[config.mk]
export PLATFORM = sky130hd
export DESIGN_NAME = dualstage_watchdog
export DESIGN_NICKNAME = d
export VERILOG_FILES = /design/src/rtl/wdog_pkg.sv /design/src/rtl/wdog_dpath.sv /design/src/rtl/wdog_ctrl.sv /design/src/rtl/dualstage_watchdog.sv
export SDC_FILE = /design/constraint.sdc
export NUM_CORES = 1
export LEC_CHECK = 0
export ABC_AREA = 1
export BUFFER_PORTS_ARGS = -buffer_cell sky130_fd_sc_hd__buf_2
export CORE_ASPECT_RATIO = 1.4
export CORE_MARGIN = 5
export CORE_UTILIZATION = 51
export CTS_CLUSTER_SIZE = 14
export DETAILED_ROUTE_END_ITERATION = 8
export PLACE_DENSITY = 0.73
export SYNTH_ARGS = -nofsm -noshare
export SYNTH_HDL_FRONTEND = slang
export SYNTH_HIERARCHICAL = 1
export SYNTH_SLANG_ARGS = --single-unit
[constraint.sdc]
create_clock -name clk -period 6.35 [get_ports clk]
set_input_delay 0.3175 -clock clk [delete_from_list [all_inputs] [get_ports clk]]
set_output_delay 0.3175 -clock clk [all_outputs]
set_load 0.01 [all_outputs]
[src/rtl/wdog_pkg.sv]
package wdog_pkg;
  typedef enum logic [1:0] {
    ST_IDLE = 2'd0,
    ST_PH1  = 2'd1,
    ST_PH2  = 2'd2,
    ST_RST  = 2'd3
  } wdState_t;

  typedef struct packed {
    logic cfgLoad;
    logic run;
    logic selPh2;
  } wdStrobe_t;
endpackage

[src/rtl/wdog_dpath.sv]
module wdog_dpath
  import wdog_pkg::*;
#(
  parameter int BASE_DIV = 33554432,
  parameter int LEN_W    = 5,
  parameter int PS_W     = 2
) (
  input  logic             clk,
  input  logic             rstN,
  input  wdStrobe_t        strobe,
  input  logic [PS_W-1:0]  prescaleIn,
  input  logic [LEN_W-1:0] len1In,
  input  logic [LEN_W-1:0] len2In,
  input  logic [1:0]       modeIn,
  output logic             expire,
  output logic [1:0]       modeQ
);
  localparam int DIV_W = (BASE_DIV > 2) ? $clog2(BASE_DIV) : 1;
  localparam int PRE_W = (1 << PS_W) - 1;
  localparam logic [DIV_W-1:0] DIV_LAST = DIV_W'(BASE_DIV - 1);

  logic [DIV_W-1:0] divCnt;
  logic [PRE_W-1:0] preCnt, preMask;
  logic [LEN_W-1:0] phCnt, len1Q, len2Q, lenSel;
  logic [PS_W-1:0]  psQ;
  logic             tick, unitTick;

  always_comb begin
    preMask = '0;
    for (int i = 0; i < PRE_W; i++) preMask[i] = (i < int'(psQ));
  end

  assign tick     = (divCnt == DIV_LAST);
  assign unitTick = tick && (preCnt == preMask);
  assign lenSel   = strobe.selPh2 ? len2Q : len1Q;
  assign expire   = strobe.run && unitTick && (phCnt == lenSel);

  always_ff @(posedge clk or negedge rstN) begin
    if (!rstN) begin
      divCnt <= '0; preCnt <= '0; phCnt <= '0;
      len1Q <= '0; len2Q <= '0; psQ <= '0; modeQ <= '0;
    end else if (strobe.cfgLoad) begin
      divCnt <= '0; preCnt <= '0; phCnt <= '0;
      len1Q <= len1In; len2Q <= len2In; psQ <= prescaleIn; modeQ <= modeIn;
    end else if (strobe.run) begin
      divCnt <= tick ? '0 : divCnt + 1'b1;
      if (tick) preCnt <= (preCnt == preMask) ? '0 : preCnt + 1'b1;
      if (unitTick) phCnt <= (phCnt == lenSel) ? '0 : phCnt + 1'b1;
    end else begin
      divCnt <= '0; preCnt <= '0; phCnt <= '0;
    end
  end

  // stage counter never passes the selected length
  p_phcnt_bound_r2: assert property (@(posedge clk) disable iff (!rstN)
    strobe.run |-> (phCnt <= lenSel));
  // prescale counter stays within the selected power of two
  p_pre_bound_r9: assert property (@(posedge clk) disable iff (!rstN)
    strobe.run |-> (preCnt <= preMask));
endmodule

[src/rtl/wdog_ctrl.sv]
module wdog_ctrl
  import wdog_pkg::*;
#(
  parameter int RST_PULSE = 16
) (
  input  logic      clk,
  input  logic      rstN,
  input  logic      enable,
  input  logic      kick,
  input  logic      irqClear,
  input  logic      expire,
  input  logic [1:0] modeQ,
  output wdStrobe_t strobe,
  output wdState_t  state,
  output logic      irq,
  output logic      rstChipReq,
  output logic      rstCpuReq,
  output logic      rstSoftReq
);
  localparam int PW = (RST_PULSE > 2) ? $clog2(RST_PULSE) : 1;
  localparam logic [PW-1:0] PULSE_LAST = PW'(RST_PULSE - 1);

  wdState_t      nextState;
  logic [PW-1:0] pulseCnt;
  logic          kickAcc, inRst;

  assign kickAcc = kick && (((state == ST_PH1) && enable) || (state == ST_PH2));

  always_comb begin
    nextState      = state;
    strobe.cfgLoad = 1'b0;
    strobe.run     = (state == ST_PH1) || (state == ST_PH2);
    strobe.selPh2  = (state == ST_PH2);
    unique case (state)
      ST_IDLE: if (enable) begin nextState = ST_PH1; strobe.cfgLoad = 1'b1; end
      ST_PH1: begin
        if (!enable)      nextState = ST_IDLE;
        else if (kickAcc) strobe.cfgLoad = 1'b1;
        else if (expire)  nextState = ST_PH2;
      end
      ST_PH2: begin
        if (kickAcc)     begin nextState = ST_PH1; strobe.cfgLoad = 1'b1; end
        else if (expire) nextState = ST_RST;
      end
      ST_RST: if (pulseCnt == PULSE_LAST) nextState = ST_IDLE;
      default: nextState = ST_IDLE;
    endcase
  end

  always_ff @(posedge clk or negedge rstN) begin
    if (!rstN) begin
      state <= ST_IDLE; pulseCnt <= '0; irq <= 1'b0;
    end else begin
      state    <= nextState;
      pulseCnt <= (state == ST_RST) ? pulseCnt + 1'b1 : '0;
      if (kickAcc) irq <= 1'b0;
      else if ((state == ST_PH1) && enable && expire) irq <= 1'b1;
      else if (irqClear) irq <= 1'b0;
    end
  end

  assign inRst      = (state == ST_RST);
  assign rstChipReq = inRst && ((modeQ == 2'd0) || (modeQ == 2'd3));
  assign rstCpuReq  = inRst && (modeQ == 2'd1);
  assign rstSoftReq = inRst && (modeQ == 2'd2);

  // never more than one reset line
  p_onehot_rst_r5: assert property (@(posedge clk) disable iff (!rstN)
    $onehot0({rstChipReq, rstCpuReq, rstSoftReq}));
  // reset pulse only entered from stage 2
  p_rst_from_ph2_r5: assert property (@(posedge clk) disable iff (!rstN)
    ((state == ST_RST) && ($past(state) != ST_RST)) |-> ($past(state) == ST_PH2));
  // stage 2 cannot be left without a kick or expiry
  p_no_stop_ph2_r6: assert property (@(posedge clk) disable iff (!rstN)
    ((state == ST_PH2) && !kick && !expire) |=> (state == ST_PH2));
  // interrupt is sticky
  p_irq_sticky_r3: assert property (@(posedge clk) disable iff (!rstN)
    (irq && !irqClear && !kick) |=> irq);
  // accepted kick restarts stage 1 and clears the interrupt
  p_kick_restart_r7: assert property (@(posedge clk) disable iff (!rstN)
    (kick && (((state == ST_PH1) && enable) || (state == ST_PH2))) |=> ((state == ST_PH1) && !irq));
endmodule

[src/rtl/dualstage_watchdog.sv]
module dualstage_watchdog
  import wdog_pkg::*;
#(
  parameter int BASE_DIV  = 33554432,
  parameter int RST_PULSE = 16
) (
  input  logic       clk,
  input  logic       rstN,
  input  logic       enable,
  input  logic       kick,
  input  logic [1:0] prescale,
  input  logic [4:0] len1,
  input  logic [4:0] len2,
  input  logic [1:0] rstMode,
  input  logic       irqClear,
  output logic       irqOut,
  output logic       rstChipReq,
  output logic       rstCpuReq,
  output logic       rstSoftReq,
  output logic [1:0] wdState
);
  wdStrobe_t  strobe;
  wdState_t   state;
  logic       expire;
  logic [1:0] modeQ;

  wdog_dpath #(.BASE_DIV(BASE_DIV), .LEN_W(5), .PS_W(2)) i_dpath (
    .clk(clk), .rstN(rstN), .strobe(strobe), .prescaleIn(prescale),
    .len1In(len1), .len2In(len2), .modeIn(rstMode),
    .expire(expire), .modeQ(modeQ)
  );

  wdog_ctrl #(.RST_PULSE(RST_PULSE)) i_ctrl (
    .clk(clk), .rstN(rstN), .enable(enable), .kick(kick), .irqClear(irqClear),
    .expire(expire), .modeQ(modeQ), .strobe(strobe), .state(state), .irq(irqOut),
    .rstChipReq(rstChipReq), .rstCpuReq(rstCpuReq), .rstSoftReq(rstSoftReq)
  );

  assign wdState = state;
endmodule

; Word level (Yosys, flattened, before mapping)
; Cells that the tools add are included.
[word_totals]
ff_bits = 54
input_bits = 19
wordCells = 78
[op_classes]
addsub = 4
magnitude_cmp = 3
eq_ne = 17
muxes = 28
reduce_logical = 16
[ops]
columns = op, n
row1 = $mux 25, 3
row2 = $add 25x1->25 const B, 1
row3 = $eq 25x25->1 const B, 1
row4 = $mux 5, 5
row5 = $mux 2, 7
row6 = $mux 3, 4
row7 = $logic_and 1x1->1, 9
row8 = $ne 3x2->1 const B, 3
row9 = $eq 2x2->1 const B, 4
row10 = $pmux 2 s4, 1
row11 = $mux 1, 6
row12 = $add 5x1->5 const B, 1
row13 = $eq 5x5->1, 1
row14 = $reduce_and 5->1, 1
row15 = $add 4x1->4 const B, 1
row16 = $eq 2x1->1 const B, 2
row17 = $eq 4x4->1 const B, 1
row18 = $logic_not 2->1, 2
row19 = $lt 1x2->1 const A, 2
row20 = $mux 4, 1
row21 = $ne 2x2->1 const B, 2
row22 = $add 3x1->3 const B, 1
row23 = $eq 3x3->1, 1
row24 = $logic_or 1x1->1, 3
row25 = 5 further kinds, 5

; Longest topological paths before layout
; Gate-level depths: netlist (run 1).
[depth]
depth_word = 9
mapped_depth = 17

; By module
; Netlist (run 1), hierarchy kept.
[modules_own_cells]
columns = mod, instances, cells_per_inst, area_each_um2, seq_area_each_um2
row1 = wdog_dpath, 1, 347, 2548.7, 1176.1
row2 = wdog_ctrl, 1, 67, 508.0, 175.2

; Worst setup path before layout (run 1)
; OpenSTA, ideal clock, no wires.
[synth_timing]
path_kind = reg2reg
start = register i_ctrl.state[0]
end = register i_ctrl.state[0]
setup_ns = 0.118
arrival_ns = 2.096
setup_slack_ns = 4.137
path_stages_with_launch = 17
n_path_buf = 1
period_less_slack_ns = 2.213
path_cell_list = dfrtp_1 -> inv_1 -> ha_1 -> buf_6 -> inv_1 -> nand2_1 -> nand2_1 -> nand2_1 -> nand2_1 -> nand3_1 -> nor2_2 -> and3_1 -> inv_1 -> nand3_1 -> nand4_1 -> nand2_1 -> nand2_1
[synth_rtl]
columns = element, line
row1 = start: declaration, wdog_ctrl.sv:14  ; output wdState_t state,
row2 = start signal: assignment, wdog_ctrl.sv:54  ; state <= nextState;

==> out/results.tsv, run 1 <==
metric	value	unit
wl_per_cell	11.5	um
core	5860	um2
final-setup-viol-count	0	
clk_path_buf_depth	2	
p_clk_share	18.8	%
startpoint	i_ctrl/state[0]	
synth.distinct_cells	28	
power_frac_seq	39.6	%
power_switching	0.489	mW
power.total	1.16	mW
outcome	finished clean	
rsz0062_at_grt	no	
hold_slack	0.120	ns
cts_tree	built	
end_kind	register	
power.internal	0.674	mW
synth_edf_count	0	
clk_latency	0.30	ns
post_cts_resized	0	
vias	2545	
synth.net_count	445	
nets	472	
drv_slew	0	
synth-main-ff-cell	dfrtp_1	
grt_antenna_before_repair	0	
clock-root-buffer	clkbuf_8	
crit_type	reg -> reg	
synth_area	3060	um2
hold_viol	0	
post_dp_cell_area	3230	um2
cts.clk_slew.worst_paths	0.09	ns
syn_area_per_cell	7.38	um2
postCtsSetupRepairBufs	0	
reg2reg_from	i_ctrl/state[0]	
crit_arrival	2.90	ns
grt_pass1_wl	10.6	mm
drc	0	
layout_min_cycle_time	2.66	ns
synthCells	414	
power_density	348	nW/um2
cap_viol_max_count	0	
diodes	0	
fin_area	3340	um2
fp.dieW	75.4	um
comb_power_share	41.6	%
io_pins	25	
cp-start-kind	register	
drt_first_pass_iters	4	
fin_skew	0.00773	ns
port_buffers	24	
synth_seq_cells	54	
fmax	376	MHz
cts_buffers	5	
num_rows	33	
slew_headroom	55.3	%
peakVddDrop	0.200	mV
p_sw_share	42.0	%
place.gp.congestion	0.866	
async_flop_share	100	%
worst-path-max-fanout	23	
hold_buffers	0	
p_leak	1.71	nW
hpwlAfterDp	4.50	mm
ys_seq_area_share	44.2	%
routed_wl	5.91	mm
finalSetupTns	0	ns
fp.dieH	102	um
yosys_warnings	6	
tightest_slew	0.671	ns
fin_crit_sh	41.9	%
grt_pass1_vias	2561	
drive_above_1_share	12.4	%
grt_max_degree	55	
area_delta_synth_final	9.41	%
htreeDepth	2	
initial_core_util	52.1	%
gr-total-overflow	0	
critPathRequiredTime	6.58	ns
cts_sinks	54	
drtIter0Drc	68	
ant_nets	0	
die_area	7660	um2
hold_class	in -> async	
via_per_inst	4.97	
track_usage	17.4	%
-- registers in the layout, summed over array words and instances, names as in the netlist, 3 cells and up --
name,count
i_dpath/divCnt,25
i_dpath/len1Q,5
i_dpath/len2Q,5
i_dpath/phCnt,5
i_ctrl/pulseCnt,4
i_dpath/preCnt,3
-- cell usage after synthesis, types with 3 or more instances --
library cell	instances	area [um2]
nand2_1	136	510
nor2_1	60	225
dfrtp_1	54	1350
inv_1	48	180
nand3_1	27	135
o21ai_0	15	75.1
ha_1	12	150
nor2_2	9	56.3
a21oi_1	7	35.0
nand4_1	7	43.8
xor2_1	7	61.3
xnor2_1	5	43.8
nand2_2	4	25.0
clkbuf_1	3	11.3
nor3_1	3	15.0
-- critical path, cell delays in order (launching register included) --
cell and delay, ns:
dfrtp_1 0.44, inv_1 0.11, ha_1 0.34, o21ai_0 0.30, a21oi_1 0.11, buf_4 0.21, nor2_2 0.31, nand2_4 0.24
inv_1 0.27, o21ai_0 0.15, nor2_1 0.10
-- area by class of cell --
cell class                 instances  area, um2
sequential                        54       1350
timing repair buffer              26        135
multi-input combinational        304       1470
fill                             560       2520
tap                               70       87.6
clock buffer                       8        110
inverter                          50        188
-- power by group through the flow --
stage,clock network [mW],logic (mW),registers (mW)
after floorplan,0,0.401,0.456
after global routing,0.237,0.560,0.472
after CTS,0.228,0.491,0.461
after detailed placement,0,0.488,0.467
final,0.219,0.483,0.461
after global placement,0,0.471,0.463
-- layout by cell type (no fill, tap or decap), drive strengths merged --
cell type	netlist	final
o21ai	16	16
xnor2	5	5
buf	3	26
xor2	7	7
clkbuf	3	8
ha	12	12
nand4	7	7
nor3b	1	1
and3	1	1
nor3	3	3
dfrtp	54	54
nand3	27	27
inv	50	50
nand3b	2	2
nand2	142	142
nor2	70	70
or2	2	2
o21a	1	1
a21oi	8	8
-- routing by layer --
metal / track usage (%) / part of all wire [%] / up-vias
li1: - / - / 1326
met1: 19.8 / 41 / 1160
met2: 30.9 / 52 / 43
met3: 2.98 / 3.1 / 16
met4: 7.94 / 3.2 / 0
met5: 0 / 0 / -
-- per-stage QoR --
step                      cells  setup WS [ns]  utilization [%]
final                       512           3.69             57.0
after floorplan             414           4.14                -
after detailed placement    504           3.79             55.2
after CTS                   512           3.71             57.0
after global routing        512           3.33             57.0
after global placement      504           3.90             55.2
-- worst paths after layout --
path	endpoint	slack, ns	cells past startpoint
max in group asynchronous	i_dpath/divCnt[24]	5.77	2
setup / recovery	i_dpath/divCnt[15]	3.69	10
hold / removal	i_dpath/divCnt[23]	0.12	2
hold reg to reg	i_ctrl/pulseCnt[0]	0.48	1
min in group clk	i_dpath/len1Q[4]	0.21	3
setup reg to reg	i_dpath/divCnt[15]	3.69	10
-- cells by family after synthesis --
| group | count (synthesis) | synth area share [%] |
|---|---|---|
| AND/OR/NAND/NOR | 255 | 35.5 |
| buffers and inverters | 56 | 7.61 |
| flip-flops | 54 | 44.2 |
| AO/OA/AOI/OAI | 25 | 4.30 |
| XOR/XNOR | 12 | 3.44 |
| adder cells (fa/ha/maj) | 12 | 4.91 |
Note: power is estimated with default switching activity, not from simulation.
==> run 2, diff against run 1 <==
- PLACE_DENSITY: 0.73 -> 0.75
- clock period: 6.35 -> 2.1 ns (I/O delays scaled with it)
==> run 2 against run 1 <==
Effect of this change:
- non-clock buffer count increased by 29
- via count rose by 7.3%
- clock power grew to 2.8 times the previous value
- setup slack worse by 3.6 ns
- flip-flop and latch count stayed put
- worst hold slack worse by 0.094 ns
==> out/results.tsv, run 2 (synthesized netlist as in run 1, its figures left out) <==
metric	value	unit
fmax	500	MHz
outcome	finished clean	
worst-path-max-fanout	21	
crit_top_cell	nand2_1	
largest_register	i_dpath/divCnt	
p_leak	1.84	nW
peakVddDrop	0.982	mV
fp.dieW	75.4	um
wl_per_cell	12.3	um
diodes	0	
seq_area	1350	um2
gr-total-overflow	0	
p_sw_share	42.3	%
hold_viol	0	
clock-root-buffer	clkbuf_8	
cts_tree	built	
via_per_inst	5.05	
crit_path_top_delay_cell	dfrtp_2	
final_common_cell	nand2_1	
initial_core_util	52.1	%
drv_slew	0	
htreeDepth	2	
path_cells	inv_2 > ha_4 > dlymetal6s2s_1 > o21ai_1 > a21oi_1 > buf_4 > inv_1 > nand2_1 > nand2_1	
cts.clk_slew.worst_paths	0.10	ns
largest_reg_flops	25	
grt_pass1_wl	11.6	mm
hold_class	in -> reg	
drt_first_pass_iters	4	
cts_sinks	54	
drtIter0Drc	106	
port_buffers	24	
end_kind	register	
crit_arrival	2.20	ns
routed_wl	6.66	mm
drc	0	
io_pins	25	
num_rows	33	
power.internal	2.22	mW
fin_area	3640	um2
power_switching	1.63	mW
track_usage	19.1	%
nets	501	
crit_path_max_incr_delay	0.43	ns
ant_nets	0	
grt_max_degree	55	
slew_headroom	54.3	%
fin_ws	0.0995	ns
clk_latency	0.31	ns
multiInputGateArea	1510	um2
fp.dieH	102	um
fin_skew	0.0104	ns
area_delta_synth_final	19.0	%
crit_type	reg -> reg	
tightest_slew	0.686	ns
clk_path_buf_depth	2	
p_clk_share	15.7	%
vias	2730	
place.gp.congestion	0.891	
critPathRequiredTime	2.30	ns
hpwlAfterDp	4.79	mm
fin_crit_sh	95.3	%
cap_viol_max_count	0	
grt_pass1_vias	2724	
die_area	7660	um2
cts_buffers	5	
post_dp_cell_area	3340	um2
r2r_slack	0.1	ns
comb_power_share	47.9	%
grt_antenna_before_repair	0	
dpl_worst_slack	0.0288	ns
cp-start-kind	register	
layout_min_cycle_time	2.00	ns
drive_above_1_share	17.2	%
power_density	1060	nW/um2
final-setup-viol-count	0	
layout.cells.most_common_list	nand2_1, nor2_1, dfrtp_1	
fin_util	62.0	%
fillCellCount	530	
power_frac_seq	36.4	%
core	5860	um2
## run 2: cell types whose count changed in the layout (fill, tap and decap cells not counted), moves of 2 or more
cell,change
nand2_1,-2
dfrtp_1,-2
nand2_2,+2
clkbuf_8,-3
dlygate4sd3_1,+13
inv_2,+2
inv_1,-2
ha_1,-2
dfrtp_2,+2
buf_4,+14
## run 2: per-stage QoR
stage	instances	TNS [ns]	power (mW)	hold slack (ns)
after global routing	541	-0.158	4.19	0.0369
after detailed placement	516	0	3.18	0.279
final	541	0	3.85	0.0255
after CTS	537	0	3.82	0.0170
after global placement	516	0	3.11	0.271
after floorplan	414	0	2.60	-0.191
## run 2: power by group through the flow
| stage | sequential (mW) | combinational (mW) | clock [mW] |
|---|---|---|---|
| final | 1.40 | 1.84 | 0.606 |
| after global routing | 1.42 | 2.09 | 0.671 |
| after CTS | 1.40 | 1.79 | 0.635 |
| after detailed placement | 1.42 | 1.76 | 0 |
| after global placement | 1.41 | 1.71 | 0 |
| after floorplan | 1.38 | 1.21 | 0 |
## run 2: final timing paths
check,from,endpoint,cells after the start
max,i_ctrl/state[0],i_dpath/len2Q[1],9
max in group asynchronous,rstN,i_ctrl/state[0],3
min in group asynchronous,rstN,i_dpath/divCnt[21],3
max reg2reg,i_ctrl/state[0],i_dpath/len2Q[1],9
min,prescale[0],i_dpath/psQ[0],3
min reg2reg,i_ctrl/pulseCnt[0],i_ctrl/pulseCnt[0],1
## run 2: timing repair
action                                  4_1_cts  5_1_grt
endpoints found under the setup margin        0       16
resized for setup                             0       12
buffers inserted                              0        4
hold buffers                                 13        0
hold endpoints to repair                     66        0
## run 2: worst max-delay path, delay by kind of cell (launching register included)
| kind | cells | cell delay (ns) |
|---|---|---|
| buffers and inverters | 4 | 0.75 |
| flip-flops | 1 | 0.43 |
| AO/OA/AOI/OAI | 2 | 0.38 |
| adder cells (fa/ha/maj) | 1 | 0.17 |
| AND/OR/NAND/NOR | 2 | 0.16 |
## run 2: layer usage
metal,up-vias,track usage (%),wire length [um]
met5,-,0,0
met3,17,3.28,215
met4,0,6.73,156
met2,52,34.3,3610
met1,1274,22.1,2680
li1,1387,-,-
## run 2: area by class of cell
class / count / area share (%)
timing repair buffer: 55 / 11.1
sequential: 54 / 37.2
clock buffer: 5 / 1.89
clock inverter: 3 / 0.688
tap: 70 / 2.41
inverter: 50 / 5.16
multi-input combinational: 304 / 41.5
